**config.mk**
```make
export PLATFORM = sky130hd
export DESIGN_NAME = buck_pwm_ctrl
export DESIGN_NICKNAME = d
export VERILOG_FILES = /design/src/rtl/buck_pwm_ctrl.sv
export SDC_FILE = /design/constraint.sdc
export NUM_CORES = 1
export LEC_CHECK = 0
export ABC_AREA = 1
export BUFFER_PORTS_ARGS = -buffer_cell sky130_fd_sc_hd__buf_2
export CAP_MARGIN = 10
export CELL_PAD_IN_SITES_DETAIL_PLACEMENT = 1
export CELL_PAD_IN_SITES_GLOBAL_PLACEMENT = 1
export CORE_MARGIN = 2
export CORE_UTILIZATION = 40
export CTS_BUF_LIST = sky130_fd_sc_hd__clkbuf_4
export CTS_CLUSTER_DIAMETER = 30
export DETAILED_ROUTE_END_ITERATION = 7
export GPL_TIMING_DRIVEN = 0
export PLACE_DENSITY_LB_ADDON = 0.1
export SETUP_SLACK_MARGIN = 0.05
export SYNTH_ARGS = -nofsm -noshare
export SYNTH_HDL_FRONTEND = slang
export SYNTH_SLANG_ARGS = --single-unit
```
**constraint.sdc**
```tcl
create_clock -name clk -period 1.4 [get_ports clk]
set_input_delay 0.14 -clock clk [delete_from_list [all_inputs] [get_ports clk]]
set_output_delay 0.14 -clock clk [all_outputs]
set_load 0.02 [all_outputs]
```
**src/rtl/buck_pwm_ctrl.sv**
```systemverilog
module buck_pwm_ctrl #(
  parameter int CLK_KHZ   = 50000,
  parameter int LO_KHZ    = 350,
  parameter int HI_KHZ    = 550,
  parameter int DUTY_PCT  = 90,
  parameter int BLANK_NS  = 100,
  parameter int HOLD_NS   = 100,
  parameter int MINON_NS  = 200
) (
  input  logic clk,
  input  logic rst,
  input  logic halt,
  input  logic freq_hi,
  input  logic cmp_trip,
  input  logic oc_raw,
  input  logic lo_gate_off,
  output logic hi_on,
  output logic lo_on
);

  localparam int CYC_NS  = 1000000 / CLK_KHZ;
  localparam int P_LO    = (CLK_KHZ + LO_KHZ / 2) / LO_KHZ;
  localparam int P_HI    = (CLK_KHZ + HI_KHZ / 2) / HI_KHZ;
  localparam int W_LO    = (P_LO * (100 - DUTY_PCT) + 99) / 100;
  localparam int W_HI    = (P_HI * (100 - DUTY_PCT) + 99) / 100;
  localparam int BLANK_C = (BLANK_NS + CYC_NS - 1) / CYC_NS;
  localparam int HOLD_C  = (HOLD_NS + CYC_NS - 1) / CYC_NS;
  localparam int MINON_C = (MINON_NS + CYC_NS - 1) / CYC_NS;
  localparam int CW      = $clog2(P_LO > P_HI ? P_LO : P_HI);
  localparam int AW      = $clog2(MINON_C + 1);
  localparam int HW      = $clog2(HOLD_C + 1);

  logic          run_q, sel_q, ph_q, hs_q;
  logic [CW-1:0] cnt_q;
  logic [AW-1:0] age_q;
  logic [HW-1:0] hold_q;

  logic [CW-1:0] per_m1, wid_m1;
  logic          wrap, pulse_end, oc_q, oc_cut, cmp_cut;
  logic          ph_d, hs_d;
  logic [AW-1:0] age_d;
  logic [HW-1:0] hold_d;

  assign per_m1    = sel_q ? CW'(P_HI - 1) : CW'(P_LO - 1);
  assign wid_m1    = sel_q ? CW'(W_HI - 1) : CW'(W_LO - 1);
  assign wrap      = (cnt_q == per_m1);
  assign pulse_end = (cnt_q == wid_m1);

  assign oc_q    = oc_raw & hs_q & (age_q > AW'(BLANK_C));
  assign oc_cut  = oc_q & (hold_q >= HW'(HOLD_C - 1));
  assign cmp_cut = cmp_trip & (~hs_q | (age_q >= AW'(MINON_C)));

  always_comb begin
    ph_d = ph_q;
    if (wrap)
      ph_d = 1'b0;
    else if (pulse_end)
      ph_d = ~cmp_trip;
    else if (ph_q && (cmp_cut || oc_cut))
      ph_d = 1'b0;
  end

  assign hs_d   = ph_d & lo_gate_off;
  assign age_d  = !hs_d ? '0 : (age_q == AW'(MINON_C) ? age_q : age_q + AW'(1));
  assign hold_d = !oc_q ? '0 : (hold_q == HW'(HOLD_C) ? hold_q : hold_q + HW'(1));

  always_ff @(posedge clk) begin
    if (rst || halt) begin
      run_q  <= 1'b0;
      sel_q  <= freq_hi;
      cnt_q  <= '0;
      ph_q   <= 1'b0;
      hs_q   <= 1'b0;
      age_q  <= '0;
      hold_q <= '0;
    end else if (!run_q) begin
      run_q <= 1'b1;
      sel_q <= freq_hi;
    end else begin
      cnt_q  <= wrap ? '0 : cnt_q + CW'(1);
      if (wrap) sel_q <= freq_hi;
      ph_q   <= ph_d;
      hs_q   <= hs_d;
      age_q  <= age_d;
      hold_q <= hold_d;
    end
  end

  assign hi_on = hs_q;
  assign lo_on = run_q & ~ph_q;

endmodule

```
==> impl_metrics.json, run 1 <==
{
  "max_stage_delay_ns": 0.48,
  "grt_pass1_vias": 1064,
  "final_area_um2": 1400,
  "finalClockSkew_ns": 0.00316,
  "synth.distinct_cells": 24,
  "worst_slew_pin_slew_ns": 0.713,
  "io_pins": 9,
  "p_comb_share_pct": 8.9,
  "final_cell_mix": "25 x nand2_1, 16 x nor2_1, 14 x inv_1",
  "ys_ff_latch": 19,
  "hold_violations": 0,
  "seq_power_share_pct": 58.6,
  "drtIter0Drc": 18,
  "antenna_cells": 0,
  "clock-root-buffer": "clkbuf_4",
  "power_density_nw_per_um2": 680,
  "fin_nets": 188,
  "grt_setup_unrepaired": "true",
  "max_freq_mhz": 634,
  "cts_tree": "yes",
  "netlist_area_um2": 1100,
  "place_congestion": 0.772,
  "htree_levels": 1,
  "via_per_inst": 5.09,
  "vias": 1034,
  "syn_avg_cell_area_um2": 7.28,
  "routed_wl_mm": 2.89,
  "syn_inst": 151,
  "status": "finished with violations",
  "drcViolationCount": 0,
  "setup_viol": 16,
  "clock_latency_ns": 0.30,
  "power_switching_w": 0.000241,
  "violations": "setup timing",
  "grt_max_degree": 11,
  "maxSlewViolCount": 0,
  "layout_commonest_cell": "nand2_1",
  "synth_fp_nets": 166,
  "internal_power_w": 0.000709,
  "row_count": 19,
  "p_sw_share_pct": 25.4,
  "antenna_found_initial": 0,
  "critPathMaxFanout": 5,
  "n_fill_cell": 332,
  "finalCritPeriodShare_pct": 113,
  "port_buffers": 8,
  "path_class": "flop to flop",
  "ant_nets": 0,
  "area_growth_pct": 27.1,
  "grt_overflow": 0,
  "worstHoldPathType": "input port to flop",
  "fin_ws_ns": -0.177,
  "wire_per_inst_um": 14.2,
  "fp.dieH_um": 56.4,
  "min_period_ns": 1.58,
  "yosysWarningCount": 0,
  "grt.total_usage_pct": 19.6,
  "coreArea_um2": 2690,
  "required_ns": 1.65,
  "initial_utilization_pct": 40.9,
  "cts_buffer_depth": 2,
  "slew_headroom_pct": 52.3,
  "drive_gt1_share_pct": 35.5,
  "cts_buffers": 3,
  "power_leakage_nw": 0.542,
  "placed_area_um2": 1200,
  "cap_viol_max_count": 0,
  "crit_slowest_cell": "edfxtp_1",
  "die_area_um2": 3180,
  "cts.sinks": 19,
  "irDropWorstVdd_v": 0.000433,
  "p_clk_share_pct": 32.5,
  "total_power_w": 0.000950,
  "fp.dieW_um": 56.4,
  "grt_pass1_wl_mm": 4.89,
  "cts.clk_slew.worst_paths_ns": 0.11,
  "cp-start-kind": "flop",
  "ys_seq_area_share_pct": 35.5,
  "end_kind": "flop",
  "hpwlAfterDp_mm": 1.99,
  "worstPathCellList": "buf_4 -> a21oi_2 -> nor2_1 -> nand2_2 -> nand2_2 -> inv_2 -> nand3_4 -> nor2_4 -> nand2_1 -> a21oi_2",
  "crit_arrival_ns": 1.82,
  "drt_first_pass_iters": 4
}
cell families (layout without fill, tap and decap cells):
| family | Yosys count | after routing | share of synthesized area (%) |
|---|---|---|---|
| fa+ha+maj | 8 | 8 | 9.11 |
| simple gates | 76 | 76 | 32.5 |
| xor+xnor | 8 | 8 | 6.38 |
| buf+inv | 22 | 43 | 7.63 |
| compound gates | 18 | 18 | 8.88 |
| flops | 19 | 19 | 35.5 |
critical path: cells and delay by family, from the launching register on:
family | cells | cell delay, ns
AO/OA/AOI/OAI | 2 | 0.26
AND/OR/NAND/NOR | 6 | 0.52
buffers and inverters | 2 | 0.27
flip-flops | 1 | 0.48
synth_stat cells (all sizes together):
cell,instances,share of area (%)
nand3b,1,0.68
nand2,32,12
a21oi,11,5.0
o22ai,3,1.7
xor2,7,5.6
o21ai,4,2.2
xnor2,1,0.80
ha,8,9.1
nand4,2,1.1
edfxtp,1,2.7
inv,21,7.2
nor3b,1,0.68
buf,1,0.46
nor3,2,0.91
or2,1,0.57
dfxtp,18,33
nand3,17,8.9
nor2,20,7.7
final cells by class:
class / count / area [um^2] / share of cell area [%]
Multi-Input combinational cell: 110 / 723 / 51.8
Timing Repair Buffer: 17 / 114 / 8.15
Clock buffer: 4 / 30.0 / 2.15
Sequential cell: 19 / 402 / 28.8
Buffer: 1 / 5.00 / 0.358
Inverter: 21 / 83.8 / 6.00
Tap cell: 31 / 38.8 / 2.78
metrics by stage:
stage          cells  worst slack (ns)  hold WS (ns)  setup TNS (ns)  utilization [%]
2_1_floorplan    151           0.00288         0.239               0                -
3_3_place_gp     190            -0.188         0.317          -0.804             44.7
3_5_place_dp     190            -0.229         0.319           -1.30             44.7
4_1_cts          201            -0.161         0.131          -0.910             50.4
5_1_grt          203            -0.311         0.140           -3.13             52.0
6_report         203            -0.177         0.141           -1.08             52.0
flip-flops by register name (all words and copies together) (netlist names):
name and count:
hi_on 1, ph_q 1, sel_q 1, run_q 1, hold_q 3, cnt_q 8, age_q 4
power by group through the flow:
stage | sequential, W | combinational (W) | clock [W]
after detailed placement | 0.000570 | 0.0000691 | 0
after CTS | 0.000556 | 0.0000763 | 0.000320
after global routing | 0.000558 | 0.0000935 | 0.000341
after floorplan | 0.000568 | 0.0000441 | 0
final | 0.000557 | 0.0000841 | 0.000309
after global placement | 0.000570 | 0.0000676 | 0
final timing paths:
kind	from	endpoint	slack, ns	depth (start not counted)
setup / recovery	sel_q$_DFFE_PP_	age_q[3]$_SDFFE_PN0P_	-0.18	10
hold / removal	rst	run_q$_DFF_P_	0.14	2
setup reg to reg	sel_q$_DFFE_PP_	age_q[3]$_SDFFE_PN0P_	-0.18	10
hold reg to reg	hold_q[1]$_SDFFE_PN0P_	hold_q[1]$_SDFFE_PN0P_	0.50	2
metal layers:
layer | global-route usage, % | routed length (um)
met2 | 33.1 | 1420
met3 | 2.07 | 52
met4 | 5.10 | 27
met1 | 26.5 | 1390
met5 | 0 | 0
repair_timing:
item | in CTS | in global routing
setup endpoints to repair | 15 | 18
hold endpoints to repair | 1 | 0
buffers inserted | 6 | 2
hold buffers | 1 | 0
pin swaps | 16 | 9
gates resized for setup | 18 | 11
Power figures use the tool's default switching activity.
==> run 2: changes to the inputs <==
--- a/config.mk
+++ b/config.mk
@@ -12,7 +12,7 @@
 export CELL_PAD_IN_SITES_GLOBAL_PLACEMENT = 1
 export CORE_MARGIN = 2
 export CORE_UTILIZATION = 40
-export CTS_BUF_LIST = sky130_fd_sc_hd__clkbuf_4
+export CTS_BUF_LIST = sky130_fd_sc_hd__clkbuf_8
 export CTS_CLUSTER_DIAMETER = 30
 export DETAILED_ROUTE_END_ITERATION = 7
 export GPL_TIMING_DRIVEN = 0
@@ -21,3 +21,4 @@
 export SYNTH_ARGS = -nofsm -noshare
 export SYNTH_HDL_FRONTEND = slang
 export SYNTH_SLANG_ARGS = --single-unit
+export TNS_END_PERCENT = 50
==> impl_metrics.json, run 2 (synthesis results as in run 1) <==
{
  "grt.total_usage_pct": 19.5,
  "regMostFlops": "cnt_q",
  "coreArea_um2": 2690,
  "violations": "setup timing",
  "setup.worst_path.start": "sel_q$_DFFE_PP_",
  "max_freq_mhz": 634,
  "cts_tree": "yes",
  "final_cell_mix": "20 x nand2_1, 15 x nor2_1, 13 x inv_1, 13 x dfxtp_1, 10 x nand2_2",
  "drive_gt1_share_pct": 41.8,
  "worst_slew_pin_slew_ns": 0.691,
  "grt_max_degree": 12,
  "grt_pass1_wl_mm": 4.86,
  "crit_slowest_cell": "edfxtp_1",
  "worstHoldPathType": "input port to flop",
  "fin_nets": 186,
  "drt_first_pass_iters": 4,
  "irDropWorstVdd_v": 0.000487,
  "grt_pass1_vias": 1039,
  "wire_per_inst_um": 14.5,
  "hold_violations": 0,
  "fp.dieW_um": 56.4,
  "reg2reg_setup_slack_ns": -0.18,
  "critPathTopFamily": "simple AND/OR/NAND/NOR gates",
  "status": "finished with violations",
  "total_power_w": 0.00104,
  "cts.clk_slew.worst_paths_ns": 0.08,
  "r2r-start": "sel_q$_DFFE_PP_",
  "cts.sinks": 19,
  "clock-root-buffer": "clkbuf_8",
  "via_per_inst": 5.18,
  "holdWs_ns": 0.0503,
  "setup_viol": 15,
  "finalClockSkew_ns": 0.00119,
  "antenna_found_initial": 0,
  "internal_power_w": 0.000775,
  "power_density_nw_per_um2": 718,
  "critPathMaxFanout": 5,
  "max_stage_delay_ns": 0.52,
  "drtIter0Drc": 17,
  "ant_nets": 0,
  "antenna_cells": 0,
  "required_ns": 1.59,
  "final_area_um2": 1450,
  "cp-start-kind": "flop",
  "min-delay-start": "freq_hi",
  "grt_setup_unrepaired": "true",
  "fin_ws_ns": -0.178,
  "worstPathCellList": "nand2_1 -> nand3_2 -> nor2_4 -> nand2_2 -> nand2_4 -> nand3_4 -> nor2_4 -> nand2_2 -> a21oi_2",
  "power_switching_w": 0.000267,
  "area_growth_pct": 32.1,
  "largest_register_ffs": 8,
  "fp.dieH_um": 56.4,
  "p_clk_share_pct": 38.1,
  "finalCritPeriodShare_pct": 113,
  "layout_commonest_cell": "nand2_1",
  "hpwlAfterDp_mm": 2.07,
  "power_leakage_nw": 0.539,
  "grt_overflow": 0,
  "drcViolationCount": 0,
  "slew_headroom_pct": 53.8,
  "port_buffers": 8,
  "vias": 1042,
  "place_congestion": 0.759,
  "routed_wl_mm": 2.92,
  "min_period_ns": 1.58,
  "maxSlewViolCount": 0,
  "p_comb_share_pct": 8.4,
  "path_class": "flop to flop",
  "initial_utilization_pct": 40.9,
  "path_buf_inv": 0,
  "die_area_um2": 3180,
  "placed_area_um2": 1190,
  "io_pins": 9,
  "htree_levels": 1,
  "largest_registers": "cnt_q x8, age_q x4, hold_q x3",
  "row_count": 19,
  "p_sw_share_pct": 25.6,
  "clock_latency_ns": 0.26,
  "end_kind": "flop",
  "cts_buffer_depth": 2,
  "crit_arrival_ns": 1.77,
  "seq_power_share_pct": 53.5,
  "cts_buffers": 3,
  "cap_viol_max_count": 0
}
run 2: cell types whose count changed in the layout (fill, tap and decap cells not counted), moves of 2 or more:
cell	change
nor2_4	+3
clkbuf_8	+3
nand3_1	-4
nand3_2	+4
clkbuf_4	-4
nor2_2	-2
nand2_1	-5
nand2_2	+5
run 2: worst paths after layout:
check	to	cells past startpoint
worst max register to register	age_q[1]$_SDFFE_PN0P_	9
worst min register to register	hold_q[1]$_SDFFE_PN0P_	2
worst min-delay path	sel_q$_DFFE_PP_	1
worst max-delay path	age_q[1]$_SDFFE_PN0P_	9
run 2: routing by layer:
layer	track usage, %	up-vias	wire (um)
met3	3.00	4	51
met2	29.7	12	1420
met5	0	-	0
met1	27.2	503	1400
met4	8.50	0	37
li1	-	523	-
run 2: area by class of cell:
type,instances,area [um^2]
Buffer,1,5.00
Clock buffer,3,41.3
Clock inverter,1,5.00
Fill cell,332,1230
Inverter,21,83.8
Multi-Input combinational cell,110,781
Sequential cell,19,404
Tap cell,31,38.8
Timing Repair Buffer,15,92.6
run 2: power groups by stage:
| stage | registers, W | clock network [W] | logic, W |
|---|---|---|---|
| 6_report | 0.000557 | 0.000397 | 0.0000875 |
| 5_1_grt | 0.000558 | 0.000429 | 0.0000966 |
| 4_1_cts | 0.000555 | 0.000404 | 0.0000758 |
| 3_5_place_dp | 0.000570 | 0 | 0.0000685 |
| 3_3_place_gp | 0.000570 | 0 | 0.0000659 |
| 2_1_floorplan | 0.000568 | 0 | 0.0000423 |
run 2: through the flow:
stage	cells	setup slack (ns)	utilization, %	setup TNS [ns]
6_report	201	-0.178	54.0	-1.39
5_1_grt	201	-0.268	54.0	-2.83
4_1_cts	198	-0.141	50.4	-0.748
3_5_place_dp	190	-0.226	44.3	-1.38
3_3_place_gp	190	-0.196	44.3	-0.886
2_1_floorplan	151	0.00170	-	0
run 2: repair_timing:
action | in CTS | in global routing
resized for setup | 24 | 22
pin swaps | 12 | 21
hold buffers | 0 | 0
setup endpoints to repair | 15 | 18
setup buffers | 4 | 3
==> run 3: changes to the inputs <==
--- a/config.mk
+++ b/config.mk
@@ -11,7 +11,7 @@
 export CELL_PAD_IN_SITES_DETAIL_PLACEMENT = 1
 export CELL_PAD_IN_SITES_GLOBAL_PLACEMENT = 1
 export CORE_MARGIN = 2
-export CORE_UTILIZATION = 40
+export CORE_UTILIZATION = 48
 export CTS_BUF_LIST = sky130_fd_sc_hd__clkbuf_8
 export CTS_CLUSTER_DIAMETER = 30
 export DETAILED_ROUTE_END_ITERATION = 7
==> constraint.sdc (replaced) <==
create_clock -name clk -period 2 [get_ports clk]
set_input_delay 0.2 -clock clk [delete_from_list [all_inputs] [get_ports clk]]
set_output_delay 0.2 -clock clk [all_outputs]
set_load 0.02 [all_outputs]
==> impl_metrics.json, run 3 (synthesis results as in run 1) <==
{
  "area_growth_pct": 11.0,
  "max_freq_mhz": 579,
  "grt_util_met2_pct": 42.0,
  "row_count": 17,
  "clock-root-buffer": "clkbuf_8",
  "via_per_inst": 5.24,
  "die_area_um2": 2690,
  "worstHoldPathType": "input port to flop",
  "path_class": "flop to flop",
  "fin_nets": 179,
  "dp.cells": 187,
  "largest_register_ffs": 8,
  "min-delay-start": "freq_hi",
  "cts.sinks": 19,
  "cts_buffers": 3,
  "crit_arrival_ns": 1.88,
  "required_ns": 2.15,
  "vias": 1001,
  "io_pins": 9,
  "cts.clk_slew.worst_paths_ns": 0.07,
  "met1_usage_pct": 24.1,
  "grt_max_degree": 12,
  "cts_tree": "yes",
  "grt.total_usage_pct": 22.1,
  "stdcell_count": 191,
  "grt_overflow": 0,
  "routed_wl_mm": 2.64,
  "coreArea_um2": 2190,
  "port_buffers": 8,
  "grt_pass1_wl_mm": 4.45,
  "grt_pass1_vias": 1036,
  "layout_commonest_cell": "nand2_1",
  "clock_latency_ns": 0.26,
  "hpwlAfterDp_mm": 2.05,
  "cts_buffer_depth": 2,
  "cts_hold_buf": 0,
  "drive_gt1_share_pct": 15.3,
  "drtIter0Drc": 7,
  "finalClockSkew_ns": 0.00229,
  "total_power_w": 0.000712,
  "finalCritPeriodShare_pct": 86.4,
  "htree_levels": 1,
  "slew_headroom_pct": 54.1,
  "power_density_nw_per_um2": 584,
  "critPathMaxFanout": 6,
  "fp.dieH_um": 51.8,
  "drcViolationCount": 0,
  "min_period_ns": 1.73,
  "antenna_cells": 0,
  "r2r-start": "age_q[1]$_SDFFE_PN0P_",
  "status": "complete, no violations",
  "regMostFlops": "cnt_q",
  "largest_registers": "cnt_q x8, age_q x4, hold_q x3",
  "postCtsSetupRepairBufs": 0,
  "n_fill_cell": 294,
  "cap_viol_max_count": 0,
  "whs_endpoint": "sel_q$_DFFE_PP_",
  "fp.dieW_um": 51.8,
  "post_cts_resized": 0,
  "irDropWorstVdd_v": 0.000364,
  "antenna_found_initial": 0,
  "worst_slew_pin_slew_ns": 0.685,
  "crit-reg2reg-capture": "hold_q[0]$_SDFFE_PN0P_",
  "end_kind": "flop",
  "setup_viol": 0,
  "hold_violations": 0,
  "min_path_cells": 1,
  "power_leakage_nw": 0.499,
  "final_cell_mix": "28 x nand2_1, 18 x inv_1, 18 x nor2_1, 18 x dfxtp_1, 16 x nand3_1",
  "cp-start-kind": "flop",
  "maxSlewViolCount": 0,
  "reg2reg_depth": 11,
  "reg2reg_setup_slack_ns": 0.27,
  "use_met3_pct": 3.16,
  "grt_setup_unrepaired": "false",
  "place_congestion": 0.767,
  "top_usage_layer": "met2",
  "ant_nets": 0,
  "initial_utilization_pct": 50.1,
  "drt_first_pass_iters": 4,
  "wire_per_inst_um": 13.8,
  "setup-tns-final_ns": 0
}
## run 3: cell types whose count changed in the layout (fill, tap and decap cells not counted), moves of 3 or more
cell     delta
nor2_1      +3
nand2_2     -6
nand3_1     +9
dfxtp_1     +5
nand3_2     -9
inv_2       -3
nor2_4      -3
buf_4       -7
nand2_1     +8
dfxtp_4     -3
inv_1       +5
ha_1        +3
a21oi_1     +5
a21oi_2     -5
## run 3: worst max-delay path by stage
stage	from	endpoint	slack, ns	depth (start not counted)
final	age_q[1]$_SDFFE_PN0P_	hold_q[0]$_SDFFE_PN0P_	0.27	11
after global routing	age_q[0]$_SDFFE_PN0P_	hold_q[0]$_SDFFE_PN0P_	0.07	11
after CTS	age_q[1]$_SDFFE_PN0P_	hold_q[0]$_SDFFE_PN0P_	0.28	11
after detailed placement	age_q[1]$_SDFFE_PN0P_	hold_q[0]$_SDFFE_PN0P_	0.30	11
after global placement	age_q[0]$_SDFFE_PN0P_	age_q[0]$_SDFFE_PN0P_	0.39	11
after floorplan	age_q[0]$_SDFFE_PN0P_	age_q[0]$_SDFFE_PN0P_	0.54	11
## run 3: where the power goes
part / internal, W / leakage, nW / switching (W)
Combinational: 0.0000150 / 0.317 / 0.0000326
Sequential: 0.000386 / 0.156 / 0.00000601
Clock: 0.000139 / 0.0255 / 0.000134
Total: 0.000539 / 0.499 / 0.000173
## run 3: per-stage QoR
stage,area (um^2),util [%],setup slack [ns],hold WS (ns)
after CTS,1220,55.7,0.283,0.113
after global placement,1170,53.6,0.391,0.377
after detailed placement,1170,53.6,0.298,0.379
after floorplan,1100,-,0.540,0.299
after global routing,1220,55.7,0.0684,0.118
final,1220,55.7,0.272,0.114
## run 3: routing by layer
layer / vias up / routed length [um]
li1: 510 / -
met1: 470 / 1160
met2: 12 / 1380
met3: 9 / 50
met4: 0 / 62
met5: - / 0
## run 3: layout make-up
| type | instances | area (um^2) | area share, % |
|---|---|---|---|
| clock buffers | 3 | 41.3 | 3.38 |
| flip-flops and latches | 19 | 390 | 32.0 |
| clock inverters | 1 | 5.00 | 0.410 |
| well taps | 28 | 35.0 | 2.87 |
| inverters | 21 | 78.8 | 6.46 |
| plain buffers | 1 | 5.00 | 0.410 |
| repair buffers | 8 | 40.0 | 3.28 |
| multi-input cells | 110 | 624 | 51.2 |
## run 3: worst max-delay path: stages, from the launching register on
cell and delay (ns):
dfxtp_1 0.42, inv_1 0.09, ha_1 0.19, nand3b_1 0.16
nand2_1 0.11, nand2_1 0.12, inv_1 0.10, nand3_1 0.07
nand2_1 0.14, nor3_1 0.07, a21oi_1 0.11, nor2_1 0.05
